**config.mk**
```make
export PLATFORM = sky130hd
export DESIGN_NAME = pw_merge_seq
export DESIGN_NICKNAME = d
export VERILOG_FILES = /design/src/rtl/pwm_pkg.sv /design/src/rtl/pwm_page_buf.sv /design/src/rtl/pwm_cycle_timer.sv /design/src/rtl/pw_merge_seq.sv
export SDC_FILE = /design/constraint.sdc
export NUM_CORES = 2
export LEC_CHECK = 0
export BUFFER_PORTS_ARGS = -buffer_cell sky130_fd_sc_hd__buf_2
export CAP_MARGIN = 10
export CORE_MARGIN = 2
export CORE_UTILIZATION = 57
export CTS_CLUSTER_SIZE = 12
export DETAILED_ROUTE_END_ITERATION = 7
export MAX_ROUTING_LAYER = met4
export PLACE_DENSITY = 0.7
export SLEW_MARGIN = 30
export SYNTH_ARGS = -nofsm -noshare
export SYNTH_HDL_FRONTEND = slang
export SYNTH_SLANG_ARGS = --single-unit
```
**constraint.sdc**
```tcl
create_clock -name clk -period 9.44 [get_ports clk]
set_clock_uncertainty 0.1 [all_clocks]
set_input_delay 0.472 -clock clk [delete_from_list [all_inputs] [get_ports clk]]
set_output_delay 0.472 -clock clk [all_outputs]
set_load 0.005 [all_outputs]
```
**src/rtl/pwm_pkg.sv**
```systemverilog
package pwm_pkg;

    typedef enum logic [2:0] {
        ST_IDLE   = 3'd0,
        ST_FILL   = 3'd1,
        ST_MERGE  = 3'd2,
        ST_ERASE  = 3'd3,
        ST_EWAIT  = 3'd4,
        ST_PROG   = 3'd5,
        ST_PWAIT  = 3'd6,
        ST_FINISH = 3'd7
    } seq_st_e;

    localparam logic [7:0] ERASED_BYTE = 8'hFF;

endpackage

```
**src/rtl/pwm_page_buf.sv**
```systemverilog
module pwm_page_buf
    import pwm_pkg::*;
#(
    parameter int DEPTH = 256,
    localparam int IDX_W = $clog2(DEPTH)
) (
    input  logic             clk,
    input  logic             rst_n,
    input  logic             clr_i,
    input  logic             hw_en_i,
    input  logic [IDX_W-1:0] hw_idx_i,
    input  logic [7:0]       hw_data_i,
    input  logic             mw_en_i,
    input  logic [IDX_W-1:0] mw_idx_i,
    input  logic [7:0]       mw_data_i,
    input  logic [IDX_W-1:0] rd_idx_i,
    output logic [7:0]       rd_data_o
);

    logic [7:0]       slot_q [DEPTH];
    logic [DEPTH-1:0] vld_d, vld_q;

    // Host bytes always win; merge bytes only fill slots the host left empty.
    always_comb begin
        vld_d = vld_q;
        if (clr_i) begin
            vld_d = '0;
        end else begin
            if (hw_en_i) vld_d[hw_idx_i] = 1'b1;
            if (mw_en_i) vld_d[mw_idx_i] = 1'b1;
        end
    end

    always_ff @(posedge clk or negedge rst_n) begin
        if (!rst_n) vld_q <= '0;
        else        vld_q <= vld_d;
    end

    always_ff @(posedge clk) begin
        if (hw_en_i) begin
            slot_q[hw_idx_i] <= hw_data_i;
        end else if (mw_en_i && !vld_q[mw_idx_i]) begin
            slot_q[mw_idx_i] <= mw_data_i;
        end
    end

    // Empty slots read as erased so that programming them changes nothing.
    assign rd_data_o = vld_q[rd_idx_i] ? slot_q[rd_idx_i] : ERASED_BYTE;

endmodule

```
**src/rtl/pwm_cycle_timer.sv**
```systemverilog
module pwm_cycle_timer #(
    parameter int W = 8
) (
    input  logic         clk,
    input  logic         rst_n,
    input  logic         load_i,
    input  logic [W-1:0] load_val_i,
    output logic         zero_o
);

    logic [W-1:0] cnt_d, cnt_q;

    always_comb begin
        cnt_d = cnt_q;
        if (load_i)              cnt_d = load_val_i;
        else if (cnt_q != '0)    cnt_d = cnt_q - W'(1);
    end

    always_ff @(posedge clk or negedge rst_n) begin
        if (!rst_n) cnt_q <= '0;
        else        cnt_q <= cnt_d;
    end

    assign zero_o = (cnt_q == '0);

endmodule

```
**src/rtl/pw_merge_seq.sv**
```systemverilog
module pw_merge_seq
    import pwm_pkg::*;
#(
    parameter int ADDR_W       = 24,
    parameter int PAGE_BYTES   = 256,
    parameter int ERASE_CYCLES = 40,
    parameter int PROG_CYCLES  = 30
) (
    input  logic              clk,
    input  logic              rst_n,
    input  logic              wren_i,
    input  logic              cmd_start_i,
    input  logic              cmd_pp_i,
    input  logic [ADDR_W-1:0] cmd_addr_i,
    input  logic              byte_vld_i,
    input  logic [7:0]        byte_i,
    input  logic              cmd_end_i,
    output logic              wip_o,
    output logic              wel_o,
    output logic              done_o,
    output logic [ADDR_W-1:0] arr_addr_o,
    output logic              arr_rd_en_o,
    input  logic [7:0]        arr_rd_data_i,
    output logic              arr_erase_o,
    output logic              arr_wr_en_o,
    output logic [7:0]        arr_wr_data_o
);

    localparam int OFF_W   = $clog2(PAGE_BYTES);
    localparam int PG_W    = ADDR_W - OFF_W;
    localparam int CNT_W   = OFF_W + 1;
    localparam int MAX_CYC = (ERASE_CYCLES > PROG_CYCLES) ? ERASE_CYCLES : PROG_CYCLES;
    localparam int TMR_W   = $clog2(MAX_CYC + 1);
    localparam logic [CNT_W-1:0] LAST_CNT = CNT_W'(PAGE_BYTES);

    typedef struct packed {
        seq_st_e          st;
        logic [PG_W-1:0]  page;
        logic [OFF_W-1:0] off;
        logic             pp;
        logic             got;
        logic [CNT_W-1:0] cnt;
        logic             pend;
        logic [OFF_W-1:0] pidx;
        logic             wel;
    } seq_t;

    seq_t cur_q, cur_d;

    logic             buf_clr;
    logic             buf_hw_en;
    logic [7:0]       buf_rd_data;
    logic             tmr_load;
    logic [TMR_W-1:0] tmr_val;
    logic             tmr_zero;
    logic             pp_mode_w;

    logic              rd_en_c, erase_c, wr_en_c;
    logic [ADDR_W-1:0] addr_c;

    pwm_page_buf #(.DEPTH(PAGE_BYTES)) u_buf (
        .clk       (clk),
        .rst_n     (rst_n),
        .clr_i     (buf_clr),
        .hw_en_i   (buf_hw_en),
        .hw_idx_i  (cur_q.off),
        .hw_data_i (byte_i),
        .mw_en_i   (cur_q.pend),
        .mw_idx_i  (cur_q.pidx),
        .mw_data_i (arr_rd_data_i),
        .rd_idx_i  (cur_q.cnt[OFF_W-1:0]),
        .rd_data_o (buf_rd_data)
    );

    pwm_cycle_timer #(.W(TMR_W)) u_tmr (
        .clk        (clk),
        .rst_n      (rst_n),
        .load_i     (tmr_load),
        .load_val_i (tmr_val),
        .zero_o     (tmr_zero)
    );

    always_comb begin
        cur_d     = cur_q;
        cur_d.pend = 1'b0;
        buf_clr   = 1'b0;
        buf_hw_en = 1'b0;
        tmr_load  = 1'b0;
        tmr_val   = '0;
        rd_en_c   = 1'b0;
        erase_c   = 1'b0;
        wr_en_c   = 1'b0;
        addr_c    = {cur_q.page, cur_q.cnt[OFF_W-1:0]};

        case (cur_q.st)
            ST_IDLE: begin
                if (wren_i) cur_d.wel = 1'b1;
                if (cmd_start_i && cur_q.wel) begin
                    cur_d.st   = ST_FILL;
                    cur_d.page = cmd_addr_i[ADDR_W-1:OFF_W];
                    cur_d.off  = cmd_addr_i[OFF_W-1:0];
                    cur_d.pp   = cmd_pp_i;
                    cur_d.got  = 1'b0;
                    buf_clr    = 1'b1;
                end
            end
            ST_FILL: begin
                if (byte_vld_i) begin
                    buf_hw_en = 1'b1;
                    cur_d.off = cur_q.off + OFF_W'(1);
                    cur_d.got = 1'b1;
                end
                if (cmd_end_i) begin
                    cur_d.cnt = '0;
                    if (cur_q.got || byte_vld_i) begin
                        cur_d.st = cur_q.pp ? ST_PROG : ST_MERGE;
                    end else begin
                        cur_d.st = ST_IDLE;
                    end
                end
            end
            ST_MERGE: begin
                if (cur_q.cnt < LAST_CNT) begin
                    rd_en_c    = 1'b1;
                    cur_d.pend = 1'b1;
                    cur_d.pidx = cur_q.cnt[OFF_W-1:0];
                    cur_d.cnt  = cur_q.cnt + CNT_W'(1);
                end else begin
                    cur_d.st = ST_ERASE;
                end
            end
            ST_ERASE: begin
                erase_c  = 1'b1;
                addr_c   = {cur_q.page, {OFF_W{1'b0}}};
                tmr_load = 1'b1;
                tmr_val  = TMR_W'(ERASE_CYCLES - 1);
                cur_d.st = ST_EWAIT;
            end
            ST_EWAIT: begin
                if (tmr_zero) begin
                    cur_d.st  = ST_PROG;
                    cur_d.cnt = '0;
                end
            end
            ST_PROG: begin
                if (cur_q.cnt < LAST_CNT) begin
                    wr_en_c   = 1'b1;
                    cur_d.cnt = cur_q.cnt + CNT_W'(1);
                end else begin
                    tmr_load = 1'b1;
                    tmr_val  = TMR_W'(PROG_CYCLES - 1);
                    cur_d.st = ST_PWAIT;
                end
            end
            ST_PWAIT: begin
                if (tmr_zero) begin
                    cur_d.st  = ST_FINISH;
                    cur_d.wel = 1'b0;
                end
            end
            ST_FINISH: begin
                cur_d.st = ST_IDLE;
            end
            default: cur_d.st = ST_IDLE;
        endcase
    end

    always_ff @(posedge clk or negedge rst_n) begin
        if (!rst_n) begin
            cur_q <= '{st: ST_IDLE, default: '0};
        end else begin
            cur_q <= cur_d;
        end
    end

    assign wip_o = (cur_q.st == ST_MERGE) || (cur_q.st == ST_ERASE) ||
                   (cur_q.st == ST_EWAIT) || (cur_q.st == ST_PROG)  ||
                   (cur_q.st == ST_PWAIT);
    assign wel_o         = cur_q.wel;
    assign done_o        = (cur_q.st == ST_FINISH);
    assign arr_addr_o    = addr_c;
    assign arr_rd_en_o   = rd_en_c;
    assign arr_erase_o   = erase_c;
    assign arr_wr_en_o   = wr_en_c;
    assign arr_wr_data_o = buf_rd_data;
    assign pp_mode_w     = cur_q.pp;

endmodule

```
* Word level (Yosys, flattened, before mapping) *
Memory sizes are Yosys's and may differ from the RTL's.
Cells that the tools add are included.
Widths: inputs -> output; s select.

cells by class
  $add $sub $neg = 3
  order comparisons = 6
  eq/ne operators = 17
  multiplexer cells = 58
  bitwise gates (word level) = 2
  reductions and logical operators = 24

operators with widths
  cell                 number
  $mux 256             4
  $or 256x256->256     2
  $mux 8               5
  $mux 9               4
  $pmux 9 s4           1
  $mux 29              1
  $lt 8x9->1 const B   3
  $pmux 3 s8           1
  $mux 1               22
  $mux 3               7
  $ne 2x2->1 const B   10
  $mux 18              1
  $bmux 1 s8           2
  $demux 1 s8          2
  $ge 8x1->1 const B   2
  $pmux 8 s2           1
  $eq 3x3->1 const B   4
  $mux 6               2
  $pmux 6 s2           1
  $add 9x1->9 const B  1
  $lt 9x9->1 const B   1
  $add 8x1->8 const B  1
  $reduce_or 8->1      1
  $eq 3x2->1 const B   2
  other kinds (16)     29

storage, ports and cells
  register bits = 310
  RAM bits = 2048
  input port bits = 47
  output and inout port bits = 38
  logic and storage cells = 122
  memories = 1

memory list
  name          depth  width  read ports  clocked after Yosys merged registers in  wr ports  line                text
  u_buf.slot_q  256    8      1           0                                        1         pwm_page_buf.sv:20  logic [7:0] slot_q [DEPTH];

* Longest topological paths before layout *
  depth in word-level cells = 10
  mapped depth = 13
  mapped depth without buffers = 9

* By module *
From an unflattened synthesis, not the netlist that was laid out.

second synthesis, totals
  cell total of the unflattened synthesis = 5612
  area, all modules = 97324.6 um^2

by module, submodules not included
  module           instances  cells an instance  area each (um^2)  sequential area each (um^2)
  pwm_page_buf     1          5295               94360.5           67905.1
  pw_merge_seq     1          277                2563.7            1201.2
  pwm_cycle_timer  1          40                 400.4             150.1

* Least setup slack after synthesis *
Ideal clock, no wire load.

  path type = register to register
  from = register cur_q[1] (netlist bit)
  to = memory u_buf.slot_q[0][0], data pin
  library setup time = 809 ps
  arrival = 5755 ps
  data required time = 8531 ps
  setup slack = 2777 ps
  cell stages (with the launch flop) = 11
  buffers on the path = 3
  period minus slack after synthesis = 6663 ps
  path through = dfrtp_1 buf_2 buf_4 mux4_2 mux2_2 o211ai_1 o211ai_1 a211oi_4 buf_6 nand3_2 mux2_1

between the ends
  longest elaborated chain between the ends = 9

RTL lines
  item                          line                 text
  from (decl)                   pw_merge_seq.sv:48   seq_t cur_q, cur_d;
  from (signal assigned)        pw_merge_seq.sv:172  cur_q <= cur_d;
  $bmux 1 s8                    pwm_page_buf.sv:42   end else if (mw_en_i && !vld_q[mw_idx_i]) begin
  $mux 1 (implied by the code)  pwm_page_buf.sv:42
  $logic_not 1->1               pwm_page_buf.sv:42
  $logic_and 1x1->1             pwm_page_buf.sv:42
  $mux 1                        pwm_page_buf.sv:42
  $mux 1                        pwm_page_buf.sv:40   if (hw_en_i) begin
  $mux 1 (implied by the code)  pwm_page_buf.sv:43   slot_q[mw_idx_i] <= mw_data_i;
  $reduce_or 8->1 (no line)     --
  $mux 8 (no line)              --
  to (decl)                     pwm_page_buf.sv:20

No other way between the ends. The select of a mux whose other input is x is not followed.

* Worst setup path in the final report *
  from = register cur_q[10] (netlist bit)
  to = output port arr_wr_data_o[2]

between the ends
  longest elaborated chain between the ends = 3
  elaborated cells on any way between the ends = 4
  those cells by class = mux (3); memory (1)

RTL lines
  item                          line                text
  $bmux 1 s8                    pwm_page_buf.sv:48  assign rd_data_o = vld_q[rd_idx_i] ? slot_q[rd_idx_i] : ERASED_BYTE;
  $mux 1 (implied by the code)  pwm_page_buf.sv:48
  $mux 8 *                      pwm_page_buf.sv:48
  to (decl)                     pw_merge_seq.sv:26  output logic [7:0] arr_wr_data_o

Every way passes the cells marked *; elsewhere a longest branch is shown, timed or not. The select of a mux whose other input is x is not followed.

==> PnR_summary.wiki <==
{| class="wikitable"
! Metric !! Value
|-
| Peak supply drop || 0.190 mV
|-
| Full die area || around 170,000 um^2
|-
| Clk_lat worst skew || 900 ps
|-
| DR vias/cell || 7.33
|-
| Gp weighted congestion || between 0.9 and 1
|-
| Maximum net fanout on the critical path || 72
|-
| Antenna violations before repair || 6
|-
| Dominant cell type by area after synthesis || edfxtp_1
|-
| Average wire per cell in the routed design || between 30 and 40 um
|-
| Sum of internal, switching and leakage power || 20.2 mW
|-
| Non-filler cells, final || around 7,500
|-
| DRC || 0
|-
| Maximum clock frequency || between 0.15 and 0.2 GHz
|-
| Worst hold path startpoint || cmd_addr_i[1]
|-
| Number of global-route vias before repair || around 53,000
|-
| Global route overflow || 0
|-
| Endpoint of the most critical register-to-register path || u_buf.slot_q[236][1]
|-
| Cell variety after synth || between 60 and 70
|-
| Resized Gates After CTS || 0
|-
| Total routing resource utilization after global routing || 33.3%
|-
| Clock root buffer master || clkbuf_16
|-
| Register clock-pin slew on the reported worst setup and hold paths || around 60 ps
|-
| Crit path DAT || between 5000 and 6000 ps
|-
| Post-synthesis sequential area ratio || approximately 71%
|-
| Max-slew violation total from the final report || 0
|-
| Quantity of hold-fixing buffers added after cts || 32
|-
| Number of enable flip-flop cells after synthesis || slightly above 2,000
|-
| Initial standard-cell utilization of the core || approximately 57%
|-
| Worst setup path class || flop to output pin
|-
| Iteration-0 DRC Markers || 8,301
|-
| Required time of the worst setup path || about 8900 ps
|-
| Switching component of the power || 4.02 mW
|-
| Global-route wire length before repair || between 300 and 400 mm
|-
| Detailed placement HPWL || 162 mm
|-
| Final clock period utilization by the worst path || between 60% and 70%
|-
| TritonCTS clock tree || done
|-
| Number of vias in the routed layout || about 55,000
|-
| Clock period minus worst slack || 6390 ps
|-
| Cell count after placement || 7,080
|-
| Share of the core filled with cells in the final layout || ~64%
|-
| Internal Dissipation || approximately 16 mW
|-
| Worst hold path stage count || 4
|-
| Post-synth top flop || edfxtp_1
|-
| Post-CTS Setup Repair Bufs || 0
|-
| I/O pin count || 85
|-
| Setup repair after global routing missed its margin || no
|-
| Number of clock buffers inserted by TritonCTS || around 230
|-
| Count of final setup violators || 0
|-
| Gate count of the mapped netlist || between 5,000 and 6,000
|-
| Ys async rst share || 13.1%
|-
| Slew Limit Headroom || approximately a quarter
|-
| Warning count from the yosys run || 0
|-
| Overall die height || about 420 um
|-
| Minimum setup slack among reg-to-reg paths || between 3000 and 4000 ps
|-
| Reg2reg start || cur_q[1]
|-
| Count of port buffers added during placement || 84
|-
| Overall die width || approximately 420 um
|-
| Level count of the clock H-tree || 4
|-
| Cells taking the most area after synthesis || edfxtp_1, mux4_2, dfrtp_1
|-
| #FFs+latches synth || approximately 2,400
|-
| TNS Setup || 0 ps
|-
| Most frequent cell after synthesis || edfxtp_1
|-
| Largest net degree at the start of global routing || approximately 180
|-
| Clock Path Buffers || 3
|-
| Switching share of total power || about a fifth
|-
| Relative contribution of combinational cells to total power || ~1.1%
|-
| Net count after synthesis || 5,089
|-
| Clock sink count || 2,358
|-
| Endpoint, Worst Hold || cur_q[22]
|-
| Post-synthesis instance area || about 100,000 um^2
|-
| MaxCap Viol Count || 0
|-
| Synthesis-to-layout area growth || 11.4%
|-
| Mean cell area of the mapped netlist || around 19 um^2
|-
| Area of the core || about 170,000 um^2
|-
| Ranking of synthesized cells by instance count || edfxtp_1, mux4_2, nor2_1
|-
| Crit path launch type || flop
|-
| Lkg Pwr || about 35 nW
|-
| Site row count || 151
|-
| Length in cells of the worst reg-to-reg path || 9
|-
| Share of post-route cells with drive strength above 1 || 28.2%
|-
| Residual antenna-violating net count after detailed routing || 0
|-
| Worst Setup End Kind || output pin
|-
| Run status || finished, final reports clean
|-
| Worst Hold Class || primary input to flop
|-
| # nets final || ~5,200
|-
| Clk pwr share || 42.8%
|-
| Slew at the pin closest to its max-slew limit || between 1000 and 1500 ps
|-
| Count of endpoints failing hold in the final timing report || 0
|-
| Power per unit of standard cell area || 186 nW/um^2
|-
| Sum of routed wire length over all layers || roughly 280 mm
|-
| Detailed-routing iteration count for the pre-antenna-repair pass || 6
|-
| Sequential cell fraction of total power || a little under three fifths
|-
| Area share of the largest cell type after synthesis || 63.1%
|}
## stage by stage
step	hold WS (ps)	area, um^2	worst slack, ps
floorplan	76.4	97500	2780
global placement	369	101000	3280
detailed placement	369	101000	3130
CTS	20.5	108000	2970
global route	97.1	109000	2830
finish	92.7	109000	3050
## metal layers
metal,part of all wire (%),track usage [%]
met5,0,-
met4,4.8,14.7
met3,12,9.48
met2,46,47.2
met1,37,45.7
## cells by family after synthesis
logic type	count (synthesis)	synth area share, %
AO/OA/AOI/OAI	693	5.17
XOR/XNOR	8	0.0719
adder cells (fa/ha/maj)	8	0.103
buffers and inverters	445	1.96
flip-flops	2358	71.0
multiplexers	898	18.9
AND/OR/NAND/NOR	624	2.76
## worst max path at each step
| stage | depth (start not counted) | slack [ps] | from | end |
|---|---|---|---|---|
| after floorplan | 10 | 2780 | cur_q[1] | u_buf.slot_q[0][0] |
| after global placement | 9 | 3280 | cur_q[1] | u_buf.slot_q[196][3] |
| after detailed placement | 9 | 3130 | cur_q[1] | u_buf.slot_q[196][1] |
| after CTS | 9 | 2970 | cur_q[10] | arr_wr_data_o[2] |
| after global routing | 9 | 2830 | cur_q[10] | arr_wr_data_o[2] |
| final | 9 | 3050 | cur_q[10] | arr_wr_data_o[2] |
## critical path, cell delays in order, from the launching register on
cell	delay (ps)
dfrtp_4	990
buf_12	500
buf_4	630
mux4_2	620
mux4_2	580
a22oi_1	260
nand3_1	130
o211ai_1	460
o211ai_1	380
buf_2	250
## layout by cell type, fill, tap and decap left out, drive strengths merged, types with 3 or more instances in the layout
cell type | netlist | layout
o22ai | 257 | 257
edfxtp | 2048 | 2048
xnor2 | 6 | 6
bufinv | 0 | 8
mux4 | 751 | 751
o31ai | 3 | 3
and3 | 20 | 20
clkinv | 1 | 42
or2 | 3 | 3
nor3 | 26 | 26
nor4 | 3 | 3
dlygate4sd3 | 0 | 32
a211oi | 9 | 9
nand3b | 7 | 7
a22oi | 39 | 39
a221oi | 268 | 268
mux2i | 104 | 104
inv | 11 | 17
nor2b | 15 | 15
nand3 | 36 | 36
a41oi | 3 | 3
a21oi | 40 | 40
nand4 | 10 | 10
o211ai | 8 | 8
diode | 0 | 8
o2111ai | 5 | 5
nand2 | 113 | 113
and2 | 13 | 13
nand2b | 15 | 15
buf | 147 | 270
mux2 | 43 | 43
o21ai | 44 | 44
dfrtp | 310 | 310
clkbuf | 286 | 328
ha | 8 | 8
nor2 | 357 | 357
## registers in the layout, summed over array words and instances, names as in the netlist
signal / cells
pp_mode_w: 1
wel_o: 1
u_buf.slot_q: 2048
cur_q: 46
u_buf.vld_q: 256
u_tmr.cnt_q: 6
## final cells by class
class	instances	area, um^2
sequential	2358	69300
clock inverter	57	613
inverter	12	45.0
tap	2218	2780
timing repair buffer	308	2520
multi-input combinational	2231	27100
clock buffer	322	6310
antenna	8	20.0
fill	11253	61000
## power groups by stage
stage               Sequential (mW)  Clock, mW  Combinational [mW]
floorplan                      11.6          0              0.0686
detailed placement             11.5          0               0.209
CTS                            11.3       8.71               0.219
global placement               11.5          0               0.198
finish                         11.3       8.66               0.222
global route                   11.3       9.10               0.243
Note: power is estimated with default switching activity, not from simulation.
